## src/rtl/rtc_calendar_pkg.sv

```systemverilog
`timescale 1ns/1ps
package rtc_calendar_pkg;

  localparam int SEC_W  = 6;
  localparam int MIN_W  = 6;
  localparam int HOUR_W = 5;
  localparam int DOW_W  = 3;
  localparam int DOM_W  = 5;
  localparam int MON_W  = 4;
  localparam int YEAR_W = 7;

  localparam int SEC_MAX  = 59;
  localparam int MIN_MAX  = 59;
  localparam int HOUR_MAX = 23;
  localparam int DOW_MAX  = 7;
  localparam int MON_MAX  = 12;
  localparam int YEAR_MAX = 99;

  typedef struct packed {
    logic [YEAR_W-1:0] year;
    logic [MON_W-1:0]  mon;
    logic [DOM_W-1:0]  dom;
    logic [DOW_W-1:0]  dow;
    logic [HOUR_W-1:0] hour;
    logic [MIN_W-1:0]  min;
    logic [SEC_W-1:0]  sec;
  } cal_t;

  typedef enum logic [2:0] {
    A_SEC    = 3'd0,
    A_MIN    = 3'd1,
    A_HOUR   = 3'd2,
    A_DOW    = 3'd3,
    A_DOM    = 3'd4,
    A_MON    = 3'd5,
    A_YEAR   = 3'd6,
    A_UNLOCK = 3'd7
  } reg_addr_e;

  localparam cal_t CAL_RESET = '{year: '0, mon: MON_W'(1), dom: DOM_W'(1),
                                 dow: DOW_W'(1), hour: '0, min: '0, sec: '0};

  function automatic logic [DOM_W-1:0] days_in_month(input logic [MON_W-1:0] mon,
                                                     input logic leap);
    case (mon)
      MON_W'(2):  return leap ? DOM_W'(29) : DOM_W'(28);
      MON_W'(4),
      MON_W'(6),
      MON_W'(9),
      MON_W'(11): return DOM_W'(30);
      default:    return DOM_W'(31);
    endcase
  endfunction

endpackage

```

## src/rtl/rtc_tick_sync.sv

```systemverilog
`timescale 1ns/1ps
module rtc_tick_sync #(
  parameter int STAGES = 2
) (
  input  logic clk_i,
  input  logic rst_ni,
  input  logic tick_i,
  output logic pulse_o
);
  // STAGES flops for metastability, one more for edge detect
  logic [STAGES:0] sr_q;

  always_ff @(posedge clk_i or negedge rst_ni) begin
    if (!rst_ni) sr_q <= '0;
    else         sr_q <= {sr_q[STAGES-1:0], tick_i};
  end

  assign pulse_o = sr_q[STAGES-1] & ~sr_q[STAGES];
endmodule

```

## src/rtl/rtc_cal_chain.sv

```systemverilog
`timescale 1ns/1ps
module rtc_cal_chain
  import rtc_calendar_pkg::*;
#(
  parameter int DATA_W = 8
) (
  input  logic              clk_i,
  input  logic              rst_ni,
  input  logic              tick_i,
  input  logic              wr_en_i,
  input  reg_addr_e         wr_field_i,
  input  logic [DATA_W-1:0] wr_data_i,
  output cal_t              cal_o
);
  cal_t cal_q, merged, nxt;
  logic [DOM_W-1:0] dim;
  logic leap;
  logic unused_wr_hi;

  assign unused_wr_hi = ^wr_data_i[DATA_W-1:YEAR_W];

  // write first, then the tick advances the merged value
  always_comb begin
    merged = cal_q;
    if (wr_en_i) begin
      case (wr_field_i)
        A_SEC:   merged.sec  = wr_data_i[SEC_W-1:0];
        A_MIN:   merged.min  = wr_data_i[MIN_W-1:0];
        A_HOUR:  merged.hour = wr_data_i[HOUR_W-1:0];
        A_DOW:   merged.dow  = wr_data_i[DOW_W-1:0];
        A_DOM:   merged.dom  = wr_data_i[DOM_W-1:0];
        A_MON:   merged.mon  = wr_data_i[MON_W-1:0];
        A_YEAR:  merged.year = wr_data_i[YEAR_W-1:0];
        default: ;
      endcase
    end
  end

  assign leap = (merged.year[1:0] == 2'b00);
  assign dim  = days_in_month(merged.mon, leap);

  always_comb begin
    nxt = merged;
    if (tick_i) begin
      if (merged.sec >= SEC_W'(SEC_MAX)) begin
        nxt.sec = '0;
        if (merged.min >= MIN_W'(MIN_MAX)) begin
          nxt.min = '0;
          if (merged.hour >= HOUR_W'(HOUR_MAX)) begin
            nxt.hour = '0;
            nxt.dow  = (merged.dow >= DOW_W'(DOW_MAX)) ? DOW_W'(1) : merged.dow + 1'b1;
            if (merged.dom >= dim) begin
              nxt.dom = DOM_W'(1);
              if (merged.mon >= MON_W'(MON_MAX)) begin
                nxt.mon  = MON_W'(1);
                nxt.year = (merged.year >= YEAR_W'(YEAR_MAX)) ? '0 : merged.year + 1'b1;
              end else begin
                nxt.mon = merged.mon + 1'b1;
              end
            end else begin
              nxt.dom = merged.dom + 1'b1;
            end
          end else begin
            nxt.hour = merged.hour + 1'b1;
          end
        end else begin
          nxt.min = merged.min + 1'b1;
        end
      end else begin
        nxt.sec = merged.sec + 1'b1;
      end
    end
  end

  always_ff @(posedge clk_i or negedge rst_ni) begin
    if (!rst_ni) cal_q <= CAL_RESET;
    else         cal_q <= nxt;
  end

  assign cal_o = cal_q;
endmodule

```

## src/rtl/rtc_bus_if.sv

```systemverilog
`timescale 1ns/1ps
module rtc_bus_if
  import rtc_calendar_pkg::*;
#(
  parameter int DATA_W = 8
) (
  input  logic              clk_i,
  input  logic              rst_ni,
  input  logic              req_i,
  input  logic              we_i,
  input  reg_addr_e         addr_i,
  input  cal_t              cal_i,
  output logic              wr_en_o,
  output logic              unlock_o,
  output logic [DATA_W-1:0] rdata_o,
  output logic              ready_o
);
  logic              unlock_q, ready_q;
  logic [DATA_W-1:0] rdata_q;
  cal_t              shadow_q;
  logic [SEC_W-1:0]  unused_shadow_sec;

  assign unused_shadow_sec = shadow_q.sec;
  assign wr_en_o = req_i & we_i & (addr_i != A_UNLOCK) & unlock_q;

  // any write re-arms or consumes the unlock
  always_ff @(posedge clk_i or negedge rst_ni) begin
    if (!rst_ni)            unlock_q <= 1'b0;
    else if (req_i && we_i) unlock_q <= (addr_i == A_UNLOCK);
  end

  always_ff @(posedge clk_i or negedge rst_ni) begin
    if (!rst_ni) begin
      ready_q  <= 1'b0;
      rdata_q  <= '0;
      shadow_q <= CAL_RESET;
    end else begin
      ready_q <= req_i & ~we_i;
      if (req_i && !we_i) begin
        case (addr_i)
          A_SEC: begin
            rdata_q  <= DATA_W'(cal_i.sec);
            shadow_q <= cal_i;
          end
          A_MIN:   rdata_q <= DATA_W'(shadow_q.min);
          A_HOUR:  rdata_q <= DATA_W'(shadow_q.hour);
          A_DOW:   rdata_q <= DATA_W'(shadow_q.dow);
          A_DOM:   rdata_q <= DATA_W'(shadow_q.dom);
          A_MON:   rdata_q <= DATA_W'(shadow_q.mon);
          A_YEAR:  rdata_q <= DATA_W'(shadow_q.year);
          default: rdata_q <= '0;
        endcase
      end
    end
  end

  assign unlock_o = unlock_q;
  assign rdata_o  = rdata_q;
  assign ready_o  = ready_q;
endmodule

```

## src/rtl/rtc_calendar.sv

```systemverilog
`timescale 1ns/1ps
module rtc_calendar
  import rtc_calendar_pkg::*;
#(
  parameter int DATA_W      = 8,
  parameter int SYNC_STAGES = 2
) (
  input  logic              clk_i,
  input  logic              rst_ni,
  input  logic              tick_i,
  input  logic              req_i,
  input  logic              we_i,
  input  logic [2:0]        addr_i,
  input  logic [DATA_W-1:0] wdata_i,
  output logic [DATA_W-1:0] rdata_o,
  output logic              ready_o
);
  cal_t      cal_q;
  logic      tick_p, wr_en, unlock_q;
  reg_addr_e addr;

  assign addr = reg_addr_e'(addr_i);

  rtc_tick_sync #(.STAGES(SYNC_STAGES)) u_sync (
    .clk_i  (clk_i),
    .rst_ni (rst_ni),
    .tick_i (tick_i),
    .pulse_o(tick_p)
  );

  rtc_cal_chain #(.DATA_W(DATA_W)) u_chain (
    .clk_i     (clk_i),
    .rst_ni    (rst_ni),
    .tick_i    (tick_p),
    .wr_en_i   (wr_en),
    .wr_field_i(addr),
    .wr_data_i (wdata_i),
    .cal_o     (cal_q)
  );

  rtc_bus_if #(.DATA_W(DATA_W)) u_bus (
    .clk_i   (clk_i),
    .rst_ni  (rst_ni),
    .req_i   (req_i),
    .we_i    (we_i),
    .addr_i  (addr),
    .cal_i   (cal_q),
    .wr_en_o (wr_en),
    .unlock_o(unlock_q),
    .rdata_o (rdata_o),
    .ready_o (ready_o)
  );
endmodule

```

## config.mk

```make
export PLATFORM = sky130hd
export DESIGN_NAME = rtc_calendar
export DESIGN_NICKNAME = d
export VERILOG_FILES = /design/src/rtl/rtc_calendar_pkg.sv /design/src/rtl/rtc_tick_sync.sv /design/src/rtl/rtc_cal_chain.sv /design/src/rtl/rtc_bus_if.sv /design/src/rtl/rtc_calendar.sv
export SDC_FILE = /design/constraint.sdc
export NUM_CORES = 1
export LEC_CHECK = 0
export BUFFER_PORTS_ARGS = -buffer_cell sky130_fd_sc_hd__buf_2
export CAP_MARGIN = 20
export CORE_UTILIZATION = 45
export CTS_CLUSTER_DIAMETER = 40
export DETAILED_ROUTE_END_ITERATION = 8
export MAX_ROUTING_LAYER = met4
export PLACE_DENSITY_LB_ADDON = 0.2
export SLEW_MARGIN = 20
export SYNTH_ARGS = -nofsm -noshare
export SYNTH_HDL_FRONTEND = slang
export SYNTH_SLANG_ARGS = --single-unit
```

## constraint.sdc

```tcl
create_clock -name clk_i -period 4.3 [get_ports clk_i]
set_clock_uncertainty 0.15 [all_clocks]
set_input_delay 0 -clock clk_i [delete_from_list [all_inputs] [get_ports clk_i]]
set_output_delay 0 -clock clk_i [all_outputs]
set_load 0.1 [all_outputs]
```

==> reports/qor.csv <==
metric,value,unit
NumNets Final,502,
DR iter-0 viols,188,
Hold Path Origin,wdata_i[3],
predominant post-synthesis flop cell,dfrtp_1,
port bufs,22,
vias in the first global route,3365,
Final setup viols,0,
Final period util,88.9,%
Post-Syn Area,4560,µm²
core area,9820,µm²
clock share of power,33.6,%
R2R Setup Slk,0.48,ns
reg-to-reg startpoint,u_bus.unlock_o$_DFFE_PN0N_,
most frequent cells in the layout,"dfrtp_1, nand2_1, mux2i_1, mux2_2, a21oi_1",
CP endpoint kind,flip-flop,
Final Hold Fails,0,
CTS tree,built,
R2R cell count,12,
DRT Pass-1 Iters,4,
Post-synth EDFFs,0,
cts bufs inserted,9,
max-slew violations,0,
final wirelength,11.1,mm
Placed Instance Area,4790,µm²
num rows,36,
Hold Crit Endpoint,u_chain.cal_o[23]$_DFF_PN0_,
first-pass GRT wire length,18.0,mm
post-DP HPWL,7.85,mm
Arrival @ worst endpoint,3.93,ns
CP max FO,9,
HP Class,input port to flip-flop,
htree depth,3,
syn_area_per_cell,10.2,µm²
Top Ports,25,
fin crit period,3.82,ns
Worst R2R End,u_chain.cal_o[26]$_DFF_PN0_,
CTS Buffer Depth,2,
CP Class,flip-flop to flip-flop,
CTS root buf,clkbuf_8,
Worst-Margin Slew,0.982,ns
"critical path, cell by cell","nand4_1, nor2_1, mux2_2, nor3_1, a31oi_1, ha_1, inv_1, a21boi_0, o22ai_1, a2111oi_4, a21oi_1, a31o_1",
Via density,5.72,
register area share after synthesis,43.0,%
"Reg clk slew, reported paths",0.09,ns
ant diodes,0,
layout cells sized above 1,22.7,%
P_sw,0.595,mW
Fin Hold WS,0.0327,ns
Synthesis Warnings,0,
slowest cell delay on critical path,0.65,ns
Relative slew margins,33.8,%
synthesized flop and latch total,78,
P_leak,2.23,nW
Layout fillers,948,
hold depth,3,
placed insts,588,
initial antenna violation count,0,
DR vias,3512,
total gr overflow,0,
CTS sink cnt,78,
Pwr Density,366,nW/µm²
setup TNS,0,ns
Mapped Nets,475,
MaxCap Viol Count,0,
slowest CP cell,a2111oi_4,
"most common cell after layout, fill and taps aside",dfrtp_1,
CP Launch Type,flip-flop,
combinational share of power,19.4,%
sequential share of power,47.1,%
routed len/inst,18.1,µm
# DRC,0,
Unique masters post-synth,61,
GRT Overall Usage,23.7,%
DIE WIDTH,103,µm
clk_lat worst skew,0.37,ns
Cells after Synth,449,
RSZ-0062 raised after global routing,false,
die height,103,µm
die area,10500,µm²
Final Wtd Congestion,0.802,
DRT antenna net count,0,
worst path required time,4.41,ns
non-filler cells in the finished layout,614,
Int Pwr,1.28,mW
peak supply drop,178,µV
Area Growth Syn to Fin,12.5,%
largest net degree at the start of global routing,79,
"Design Area, Final",5130,µm²
status,completed,
switch share,31.7,%
Achievable Freq,0.262,GHz
Starting Density,46.5,%
async set-or-reset flop fraction in the synthesized netlist,100,%
-- worst max-delay path, delay by kind of cell, from the launching register on --
kind	cells	cell delay, ns
compound gates	6	1.42
fa+ha+maj	1	0.30
buf+inv	1	0.03
flops	1	0.39
mux	1	0.45
simple gates	3	0.99
-- cells in the mapped netlist (4+ instances only) --
library cell,count,area share [%]
clkbuf_1,12,0.99
mux2i_1,45,9.9
a21oi_1,29,3.2
nand3_1,13,1.4
dfstp_2,6,3.5
mux2_2,44,11
and3_1,9,1.2
nor4_1,4,0.55
nor2_1,22,1.8
nor3_1,10,1.1
buf_2,4,0.44
nand2b_1,5,0.69
dfrtp_1,72,39
nand2_1,49,4.0
nor2b_1,4,0.55
inv_1,15,1.2
o22ai_1,7,0.96
o21ai_0,23,2.5
ha_1,10,2.7
-- state kept, by name, indices dropped and copies added (netlist names) --
signal	cells
u_bus.ready_o	1
u_bus.shadow_q	30
u_sync.sr_q	3
u_bus.rdata_o	7
u_bus.unlock_o	1
u_chain.cal_o	36
-- worst max path at each step --
stage | from | end | cells past startpoint
3_3_place_gp | u_bus.unlock_o$_DFFE_PN0N_ | u_chain.cal_o[26]$_DFF_PN0_ | 11
6_report | u_bus.unlock_o$_DFFE_PN0N_ | u_chain.cal_o[26]$_DFF_PN0_ | 12
2_1_floorplan | u_bus.unlock_o$_DFFE_PN0N_ | u_chain.cal_o[32]$_DFF_PN0_ | 14
3_5_place_dp | u_bus.unlock_o$_DFFE_PN0N_ | u_chain.cal_o[26]$_DFF_PN0_ | 11
5_1_grt | u_bus.unlock_o$_DFFE_PN0N_ | u_chain.cal_o[26]$_DFF_PN0_ | 11
4_1_cts | u_bus.unlock_o$_DFFE_PN0N_ | u_chain.cal_o[26]$_DFF_PN0_ | 11
-- cell families after synthesis --
group           after synthesis  synth area share, %
buf+inv                      36                 3.32
compound gates               96                 14.0
flops                        78                 43.0
mux                          92                 22.2
other cells                   1               0.0822
xor+xnor                      1                0.192
fa+ha+maj                    10                 2.74
simple gates                135                 14.5
-- final cells by class --
type                            count  area (µm²)  share of cell area (%)
Clock buffer                        9         124                    2.41
Clock inverter                      7        97.6                    1.90
Inverter                           15        56.3                    1.10
Multi-Input combinational cell    335        2460                    47.9
Sequential cell                    78        1960                    38.2
Tap cell                          133         166                    3.24
Timing Repair Buffer               37         268                    5.22
-- layer usage --
metal  GRT usage, %  vias to the layer above  wire length (µm)
met5              -                        -                 0
met4           6.70                        0               185
met3           4.14                       14               467
met2           36.1                       76              5070
met1           32.4                     1729              5380
li1               -                     1693                 -
-- per-stage QoR --
step | util, % | power (mW) | setup slack [ns]
after floorplan | - | 1.14 | 0.793
after global placement | 48.8 | 1.24 | 0.539
after detailed placement | 48.8 | 1.25 | 0.381
after CTS | 51.8 | 1.88 | 0.365
after global routing | 52.3 | 1.97 | 0.103
final | 52.3 | 1.88 | 0.477
-- what timing repair did --
action / 4_1_cts / 5_1_grt
setup buffers: 0 / 0
resized for setup: 0 / 1
setup endpoints to repair: 0 / 2
hold buffers: 8 / 1
hold endpoints to repair: 79 / 17
-- power groups by stage --
stage	logic, mW	clock network [mW]	registers (mW)
6_report	0.363	0.630	0.884
5_1_grt	0.406	0.674	0.895
4_1_cts	0.360	0.639	0.884
3_5_place_dp	0.353	0	0.898
3_3_place_gp	0.345	0	0.896
2_1_floorplan	0.220	0	0.925
Power figures use the tool's default switching activity.
